===== config.mk =====
export PLATFORM = sky130hd
export DESIGN_NAME = blk_sec_filter
export DESIGN_NICKNAME = d
export VERILOG_FILES = /design/src/rtl/blk_sec_pkg.sv /design/src/rtl/blk_sec_lookup.sv /design/src/rtl/blk_sec_resp.sv /design/src/rtl/blk_sec_report.sv /design/src/rtl/blk_sec_filter.sv
export SDC_FILE = /design/constraint.sdc
export NUM_CORES = 1
export LEC_CHECK = 0
export CORE_AREA = 2 2 167 169
export DETAILED_ROUTE_END_ITERATION = 12
export DIE_AREA = 0 0 169 171
export GPL_ROUTABILITY_DRIVEN = 0
export PLACE_DENSITY_LB_ADDON = 0.25
export SYNTH_ARGS = -nofsm -noshare
export SYNTH_HDL_FRONTEND = slang
export SYNTH_SLANG_ARGS = --single-unit

===== constraint.sdc =====
create_clock -name clk -period 10.55 [get_ports clk]
set_input_delay 2.6375 -clock clk [delete_from_list [all_inputs] [get_ports clk]]
set_output_delay 2.6375 -clock clk [all_outputs]
set_load 0.05 [all_outputs]

===== src/rtl/blk_sec_pkg.sv =====
package blk_sec_pkg;
  localparam int ADDR_W = 32;
  localparam int DATA_W = 32;
  localparam int MID_W  = 16;
  localparam int BSZ_W  = 4;
  localparam int MIN_SHIFT = 5;

  typedef enum logic [1:0] {
    TR_IDLE   = 2'd0,
    TR_BUSY   = 2'd1,
    TR_NONSEQ = 2'd2,
    TR_SEQ    = 2'd3
  } htrans_e;

  typedef enum logic [1:0] {
    DP_FWD,
    DP_QUIET,
    DP_ERR_A,
    DP_ERR_B
  } dphase_e;

  typedef struct packed {
    logic [ADDR_W-1:0] addr;
    logic [MID_W-1:0]  master;
    logic              nonsec;
    logic              blk_attr;
  } viol_t;
endpackage


===== src/rtl/blk_sec_lookup.sv =====
module blk_sec_lookup
  import blk_sec_pkg::*;
#(
  parameter int IDX_W = 7,
  localparam int NBLK = 1 << IDX_W
) (
  input  logic [IDX_W-1:0] addr_hi,
  input  logic [BSZ_W-1:0] blk_size,
  input  logic [NBLK-1:0]  map,
  output logic             blk_attr
);
  logic [IDX_W-1:0] idx;

  // address bits above the minimum block size, scaled by the size exponent
  always_comb begin
    idx      = addr_hi >> blk_size;
    blk_attr = map[idx];
  end
endmodule


===== src/rtl/blk_sec_resp.sv =====
module blk_sec_resp
  import blk_sec_pkg::*;
(
  input  logic              clk,
  input  logic              rst_n,
  input  logic              bus_ready,
  input  logic              accept,
  input  logic              blocked,
  input  logic              err_mode,
  input  logic              mem_ready,
  input  logic              mem_resp,
  input  logic [DATA_W-1:0] mem_rdata,
  output logic              up_ready,
  output logic              up_resp,
  output logic [DATA_W-1:0] up_rdata
);
  dphase_e st_q, st_d;

  always_comb begin
    st_d = st_q;
    if (st_q == DP_ERR_A) begin
      st_d = DP_ERR_B;
    end else if (bus_ready) begin
      if (accept && blocked) st_d = err_mode ? DP_ERR_A : DP_QUIET;
      else                   st_d = DP_FWD;
    end
  end

  always_ff @(posedge clk or negedge rst_n) begin
    if (!rst_n) st_q <= DP_FWD;
    else        st_q <= st_d;
  end

  always_comb begin
    unique case (st_q)
      DP_QUIET: begin up_ready = 1'b1; up_resp = 1'b0; up_rdata = '0; end
      DP_ERR_A: begin up_ready = 1'b0; up_resp = 1'b1; up_rdata = '0; end
      DP_ERR_B: begin up_ready = 1'b1; up_resp = 1'b1; up_rdata = '0; end
      default:  begin up_ready = mem_ready; up_resp = mem_resp; up_rdata = mem_rdata; end
    endcase
  end
endmodule


===== src/rtl/blk_sec_report.sv =====
module blk_sec_report
  import blk_sec_pkg::*;
(
  input  logic  clk,
  input  logic  rst_n,
  input  logic  fire,
  input  viol_t info_in,
  output logic  valid,
  output viol_t info_out
);
  always_ff @(posedge clk or negedge rst_n) begin
    if (!rst_n) begin
      valid    <= 1'b0;
      info_out <= '0;
    end else begin
      valid <= fire;
      if (fire) info_out <= info_in;
    end
  end
endmodule


===== src/rtl/blk_sec_filter.sv =====
module blk_sec_filter
  import blk_sec_pkg::*;
#(
  parameter int MEM_AW = 12,
  localparam int IDX_W = MEM_AW - MIN_SHIFT,
  localparam int NBLK  = 1 << IDX_W
) (
  input  logic              clk,
  input  logic              rst_n,
  input  logic [BSZ_W-1:0]  cfg_blk_size,
  input  logic              cfg_err_resp,
  input  logic [NBLK-1:0]   sec_map,
  input  logic [ADDR_W-1:0] s_haddr,
  input  logic [1:0]        s_htrans,
  input  logic              s_hwrite,
  input  logic              s_hnonsec,
  input  logic [MID_W-1:0]  s_hmaster,
  input  logic [DATA_W-1:0] s_hwdata,
  input  logic              s_hready,
  output logic              s_hreadyout,
  output logic              s_hresp,
  output logic [DATA_W-1:0] s_hrdata,
  output logic [ADDR_W-1:0] m_haddr,
  output logic [1:0]        m_htrans,
  output logic              m_hwrite,
  output logic              m_hnonsec,
  output logic [MID_W-1:0]  m_hmaster,
  output logic [DATA_W-1:0] m_hwdata,
  output logic              m_hready,
  input  logic              m_hreadyout,
  input  logic              m_hresp,
  input  logic [DATA_W-1:0] m_hrdata,
  output logic              viol_valid,
  output logic [ADDR_W-1:0] viol_addr,
  output logic [MID_W-1:0]  viol_master,
  output logic              viol_nonsec,
  output logic              viol_blk_attr
);
  logic  blk_attr, active, block_now, accept;
  viol_t info_d, info_q;

  blk_sec_lookup #(.IDX_W(IDX_W)) u_lookup (
    .addr_hi  (s_haddr[MEM_AW-1:MIN_SHIFT]),
    .blk_size (cfg_blk_size),
    .map      (sec_map),
    .blk_attr (blk_attr)
  );

  // only NONSEQ and SEQ carry a real access
  assign active    = (s_htrans == TR_NONSEQ) || (s_htrans == TR_SEQ);
  assign block_now = active && (s_hnonsec != blk_attr);
  assign accept    = s_hready && active;

  assign m_haddr   = s_haddr;
  assign m_htrans  = block_now ? TR_IDLE : s_htrans;
  assign m_hwrite  = s_hwrite && !block_now;
  assign m_hnonsec = s_hnonsec;
  assign m_hmaster = s_hmaster;
  assign m_hwdata  = s_hwdata;
  assign m_hready  = s_hready;

  blk_sec_resp u_resp (
    .clk       (clk),
    .rst_n     (rst_n),
    .bus_ready (s_hready),
    .accept    (accept),
    .blocked   (block_now),
    .err_mode  (cfg_err_resp),
    .mem_ready (m_hreadyout),
    .mem_resp  (m_hresp),
    .mem_rdata (m_hrdata),
    .up_ready  (s_hreadyout),
    .up_resp   (s_hresp),
    .up_rdata  (s_hrdata)
  );

  assign info_d = '{addr: s_haddr, master: s_hmaster, nonsec: s_hnonsec, blk_attr: blk_attr};

  blk_sec_report u_report (
    .clk      (clk),
    .rst_n    (rst_n),
    .fire     (accept && block_now),
    .info_in  (info_d),
    .valid    (viol_valid),
    .info_out (info_q)
  );

  assign viol_addr     = info_q.addr;
  assign viol_master   = info_q.master;
  assign viol_nonsec   = info_q.nonsec;
  assign viol_blk_attr = info_q.blk_attr;
endmodule


Word-level counts from Yosys, hierarchy flattened --
Cells that the tools add are included.
Storage, ports and cells: output and inout port bits 170, bits in registers 53
Cells by class: equal/unequal tests 6, reduce and logical (&&, ||, !) cells 10, muxes and demuxes 10, magnitude comparators 1, shift-type cells 1
Operators by type and width (number):
- two-way mux 32 bit | 1
- two-way mux 2 bit | 5
- equality test 2 bit (second input constant) | 4
- < comparator 7 x 8 -> 1 bit (second input constant) | 1
- binary-select mux 1 bit (select 7 bit) | 1
- >> shifter 7 x 4 -> 7 bit | 1
- logical AND 1 bit | 4
- case mux 1 bit (2 select lines) | 2
- OR reduction 2 bit | 2
- OR reduction 3 bit | 1
- equality test 2 x 1 -> 1 bit (second input constant) | 1
- nonzero test 2 bit | 1
- zero test 1 bit | 1
- logical OR 1 bit | 1
- two-way mux 1 bit | 1
- inequality test 1 bit | 1

Logic depth before layout (Yosys ltp) --
word-level depth 9, depth in mapped cells 16

Cells and area by module --
A second synthesis with hierarchy kept.
Unflattened totals: cells, all modules 489, area, all modules 4914.7 sq um
Modules (own cells, without submodules):
- blk_sec_report | area an instance 2138.3 sq um, seq. area each 1276.2 sq um, instances 1, cells each 107
- blk_sec_lookup | area an instance 1760.4 sq um, seq. area each 0.0 sq um, instances 1, cells each 245
- blk_sec_filter | area an instance 673.1 sq um, seq. area each 0.0 sq um, instances 1, cells each 90
- blk_sec_resp | area an instance 342.8 sq um, seq. area each 50.0 sq um, instances 1, cells each 47

Worst setup path after synthesis --
Ideal clock, no wire load.
path kind input-to-output, start point in cfg_blk_size[3], end point out m_htrans[0], arrival time 6.281 ns, cell stages on the path 12, data required time 7.913 ns, slack 1.632 ns, path buffers 2, cells stage by stage buf_6 -> or3_4 -> or2_1 -> buf_6 -> nand2_4 -> mux4_2 -> mux2_2 -> o2111a_1 -> o311a_1 -> a211oi_1 -> nor4b_1 -> nor3b_1
On the way: longest elaborated chain between the ends 6
Ends and longest elaborated chain:
- start: declaration | RTL line blk_sec_filter.sv:10 | input logic [BSZ_W-1:0] cfg_blk_size,
- >> shifter 7 x 4 -> 7 bit | RTL line blk_sec_lookup.sv:16 | idx = addr_hi >> blk_size;
- binary-select mux 1 bit (select 7 bit) | RTL line blk_sec_lookup.sv:17 | blk_attr = map[idx];
- two-way mux 1 bit (not written as such) | RTL line blk_sec_lookup.sv:17
- inequality test 1 bit | RTL line blk_sec_filter.sv:51 | assign block_now = active && (s_hnonsec != blk_attr);
- logical AND 1 bit | RTL line blk_sec_filter.sv:51
- two-way mux 2 bit | RTL line blk_sec_filter.sv:55 | assign m_htrans = block_now ? TR_IDLE : s_htrans;
- end: declaration | RTL line blk_sec_filter.sv:24 | output logic [1:0] m_htrans,
Every way passes these cells. The select of a mux whose other input is x is not followed.

Worst setup path in the final report --
start point in cfg_blk_size[0], end point out m_hwrite
On the way: longest elaborated chain between the ends 7
Ends and longest elaborated chain:
- >> shifter 7 x 4 -> 7 bit | RTL line blk_sec_lookup.sv:16
- binary-select mux 1 bit (select 7 bit) | RTL line blk_sec_lookup.sv:17
- two-way mux 1 bit (not written as such) | RTL line blk_sec_lookup.sv:17
- inequality test 1 bit | RTL line blk_sec_filter.sv:51
- logical AND 1 bit | RTL line blk_sec_filter.sv:51
- zero test 1 bit | RTL line blk_sec_filter.sv:56 | assign m_hwrite = s_hwrite && !block_now;
- logical AND 1 bit | RTL line blk_sec_filter.sv:56
- end: declaration | RTL line blk_sec_filter.sv:25 | output logic m_hwrite,
Every way passes these cells. The select of a mux whose other input is x is not followed.

==> reports/results.tsv <==
metric	value	unit
outcome	finished, final reports clean	
area share of xor/xnor cells in the synthesized design	0	%
kind of end point of the critical path	output pin	
total DRC errors in the routed layout	0	
simple-gate portion of the synthesized area	17.18	%
final clock period utilization by the worst path	92.67	%
CTS tree	done	
Hold/Removal Path Class	flop to flop	
main combinational cell family by area after synthesis	multiplexers	
iteration count of the initial detailed-routing pass	4	
number of routed nets with antenna violations	0	
Post-Synthesis Net Count	761	
PortBufs	359	
CTS max path bufs	2	
post-DR wirelength/cell	18.15	um
layout cell share with drive strength beyond 1	13.78	%
element type at the critical path start	input port	
Max Clock Skew	0.1878	ps
area share of fa/ha/maj cells after synthesis	0	%
post-synthesis cell count	507	
syn avg cell area	9.881	um^2
setup violators final	0	
data required time of the worst path	7910	ps
clock insertion delay at the later pin of the skew report	290	ps
floorplan die area	0.02890	mm^2
global-route wire length before repair	28.40	mm
leading cell types by count after synthesis	84 x sky130_fd_sc_hd__buf_4, 53 x sky130_fd_sc_hd__dfrtp_1, 50 x sky130_fd_sc_hd__nand2_1	
DR vias/cell	4.253	
routed wire length	20.24	mm
Die X-Extent	169	um
DP Area	0.008222	mm^2
largest voltage drop on the vdd net	0.06151	mV
depth of the CTS H-tree	2	
core outline area	0.02732	mm^2
largest cells by area after synthesis	sky130_fd_sc_hd__dfrtp_1 26%, sky130_fd_sc_hd__mux2_4 14%, sky130_fd_sc_hd__buf_4 13%	
number of antenna violations at the first check in global routing	0	
FFs w/ async S/R, synth	100.0	%
nets	1022	
static leakage	3.221	nW
sequential area share after synthesis	26.47	%
pin count of the biggest net entering global routing	54	
Total Routing Usage GR	12.95	%
vias in the first global route	4532	
fin util	30.62	%
fraction of synthesized area in multiplexers	23.75	%
cell chosen for the clock root	sky130_fd_sc_hd__clkbuf_16	
Vert. Die Dim	171	um
number of pins with negative max-slew slack in the final report	0	
diode count	0	
synthesized area	0.005010	mm^2
number of flops mapped to enable cells by yosys	0	
number of warnings printed during yosys synthesis	0	
Cell variety after synth	67	
cell type with the highest aggregate area in the netlist	sky130_fd_sc_hd__dfrtp_1	
power density of the placed cells	193.3	mW/mm^2
headroom to the max-slew limit	31.84	%
area share of the largest cell type after synthesis	26.47	%
post-route design area	0.008366	mm^2
vias post-DR	4742	
Row Count	61	
number of flip-flops and latches in the synthesized netlist	53	
cell with the most instances after synthesis	sky130_fd_sc_hd__buf_4	
fin crit period	9776	ps
sinks on the clock net	53	
Boundary Pins	424	
hold violation total from the final report	0	
top flip-flop cell by instance count after synthesis	sky130_fd_sc_hd__dfrtp_1	
initial standard-cell utilization of the core	18.34	%
DRC marker count from the first detailed-route iteration	151	
data arrival time at the worst-slack endpoint	7140	ps
critical path class	input port to output pin	
compound-gate portion of the synthesized area	14.39	%
clock transition at the register clock pins on the worst setup and hold paths after CTS	60	ps
sum of negative setup slack	0	ps
unrepaired setup endpoints after global routing	no	
total setup buffers inserted after CTS	0	
number of gates resized after cts	0	
Highest Clock Rate	102.3	MHz
critical-path maximum fanout	35	
global-route congestion overflow total	0	
CTS Hold Buffers Added	0	
P&R area growth vs syn	66.98	%
number of buffers created by CTS	5	
detailed placer's ending HPWL	16.95	mm
number of max-capacitance violations reported	0	
slew at the pin with the worst max-slew slack	1021	ps
layout filler cell count	2884	
[metrics by stage]
step | std cells | hold WS (ps) | setup slack (ps) | total power, mW
finish | 1115 | 507.7 | 773.7 | 1.617
CTS | 1115 | 512.3 | 731.4 | 1.638
floorplan | 507 | 506.4 | 1632 | 1.099
global route | 1115 | 521.6 | 159.9 | 1.694
global placement | 1107 | 489.7 | 780.4 | 1.467
detailed placement | 1107 | 492.3 | 763.6 | 1.465
[cells by family after synthesis]
logic type	count (synthesis)
compound gates	86
buf+inv	121
flops	53
mux	87
simple gates	160
[power breakdown]
group	leakage [nW]	internal (mW)	switching, mW
Sequential	0.626	0.284	0.0444
Combinational	2.53	0.452	0.675
Clock	0.0631	0.0881	0.0732
[cell usage in the layout, fill, tap and decap left out, types with 4 or more instances in the layout]
master / count
sky130_fd_sc_hd__clkdlybuf4s50_1: 355
sky130_fd_sc_hd__dfrtp_1: 53
sky130_fd_sc_hd__nand2_1: 50
sky130_fd_sc_hd__mux2_4: 48
sky130_fd_sc_hd__and2_1: 32
sky130_fd_sc_hd__mux2i_1: 21
sky130_fd_sc_hd__mux2_2: 13
sky130_fd_sc_hd__nand3_1: 13
sky130_fd_sc_hd__nor2_1: 12
sky130_fd_sc_hd__buf_4: 11
sky130_fd_sc_hd__and3_1: 9
sky130_fd_sc_hd__a211oi_1: 9
sky130_fd_sc_hd__nor3_1: 8
sky130_fd_sc_hd__a21boi_0: 8
sky130_fd_sc_hd__a21oi_1: 7
sky130_fd_sc_hd__inv_1: 7
sky130_fd_sc_hd__o21ai_0: 6
sky130_fd_sc_hd__and3_2: 6
sky130_fd_sc_hd__o22ai_1: 5
sky130_fd_sc_hd__mux4_2: 5
sky130_fd_sc_hd__a32o_1: 5
sky130_fd_sc_hd__nand4_1: 5
sky130_fd_sc_hd__o32ai_1: 5
sky130_fd_sc_hd__o21a_1: 5
sky130_fd_sc_hd__clkbuf_16: 5
sky130_fd_sc_hd__nor3b_1: 4
sky130_fd_sc_hd__a22o_1: 4
sky130_fd_sc_hd__a2111oi_0: 4
[metal layers]
| metal | track usage (%) | routed length (um) | up-vias | part of all wire, % |
|---|---|---|---|---|
| met5 | 0 | 0 | - | 0 |
| met4 | 4.051 | 419 | 0 | 2.1 |
| met3 | 3.215 | 1701 | 31 | 8.4 |
| met2 | 22.68 | 9861 | 253 | 49 |
| met1 | 15.61 | 8255 | 2167 | 41 |
| li1 | - | - | 2291 | - |
[sequential cells by signal (all words and copies together) (netlist names)]
| signal | flops |
|---|---|
| u_report.valid | 1 |
| u_resp.st_q | 2 |
| u_report.info_out | 50 |
[final timing paths]
kind | from | to | slack (ps) | depth (start not counted)
worst max-delay path | cfg_blk_size[0] | m_hwrite | 770 | 12
worst min-delay path | u_report.info_out[3]$_DFFE_PN0P_ | u_report.info_out[3]$_DFFE_PN0P_ | 510 | 1
max in group asynchronous | rst_n | u_report.info_out[5]$_DFFE_PN0P_ | 7610 | 2
worst min register to register | u_report.info_out[3]$_DFFE_PN0P_ | u_report.info_out[3]$_DFFE_PN0P_ | 510 | 1
min in group asynchronous | rst_n | u_report.info_out[19]$_DFFE_PN0P_ | 2470 | 2
worst max register to register | u_resp.st_q[1]$_DFFE_PN0P_ | u_resp.st_q[0]$_DFFE_PN0P_ | 8850 | 4
[critical path, stage by stage]
cell and delay (ps):
sky130_fd_sc_hd__clkdlybuf4s50_1 860, sky130_fd_sc_hd__mux2_2 440, sky130_fd_sc_hd__a32oi_4 540, sky130_fd_sc_hd__nand2_4 420
sky130_fd_sc_hd__mux4_2 580, sky130_fd_sc_hd__mux2_2 270, sky130_fd_sc_hd__o2111a_1 250, sky130_fd_sc_hd__o311a_1 140
sky130_fd_sc_hd__a211oi_1 390, sky130_fd_sc_hd__nor4b_1 140, sky130_fd_sc_hd__nor3b_1 200, sky130_fd_sc_hd__buf_4 230
[cell type report]
type,instances,area [um^2],area share (%)
Tap cell,346,432.9,5.175
Inverter,7,26.28,0.3141
Clock buffer,6,128.9,1.541
Clock inverter,2,15.01,0.1795
Timing Repair Buffer,368,3661,43.76
Sequential cell,53,1326,15.85
Multi-Input combinational cell,333,2775,33.17
Power figures use the tool's default switching activity.
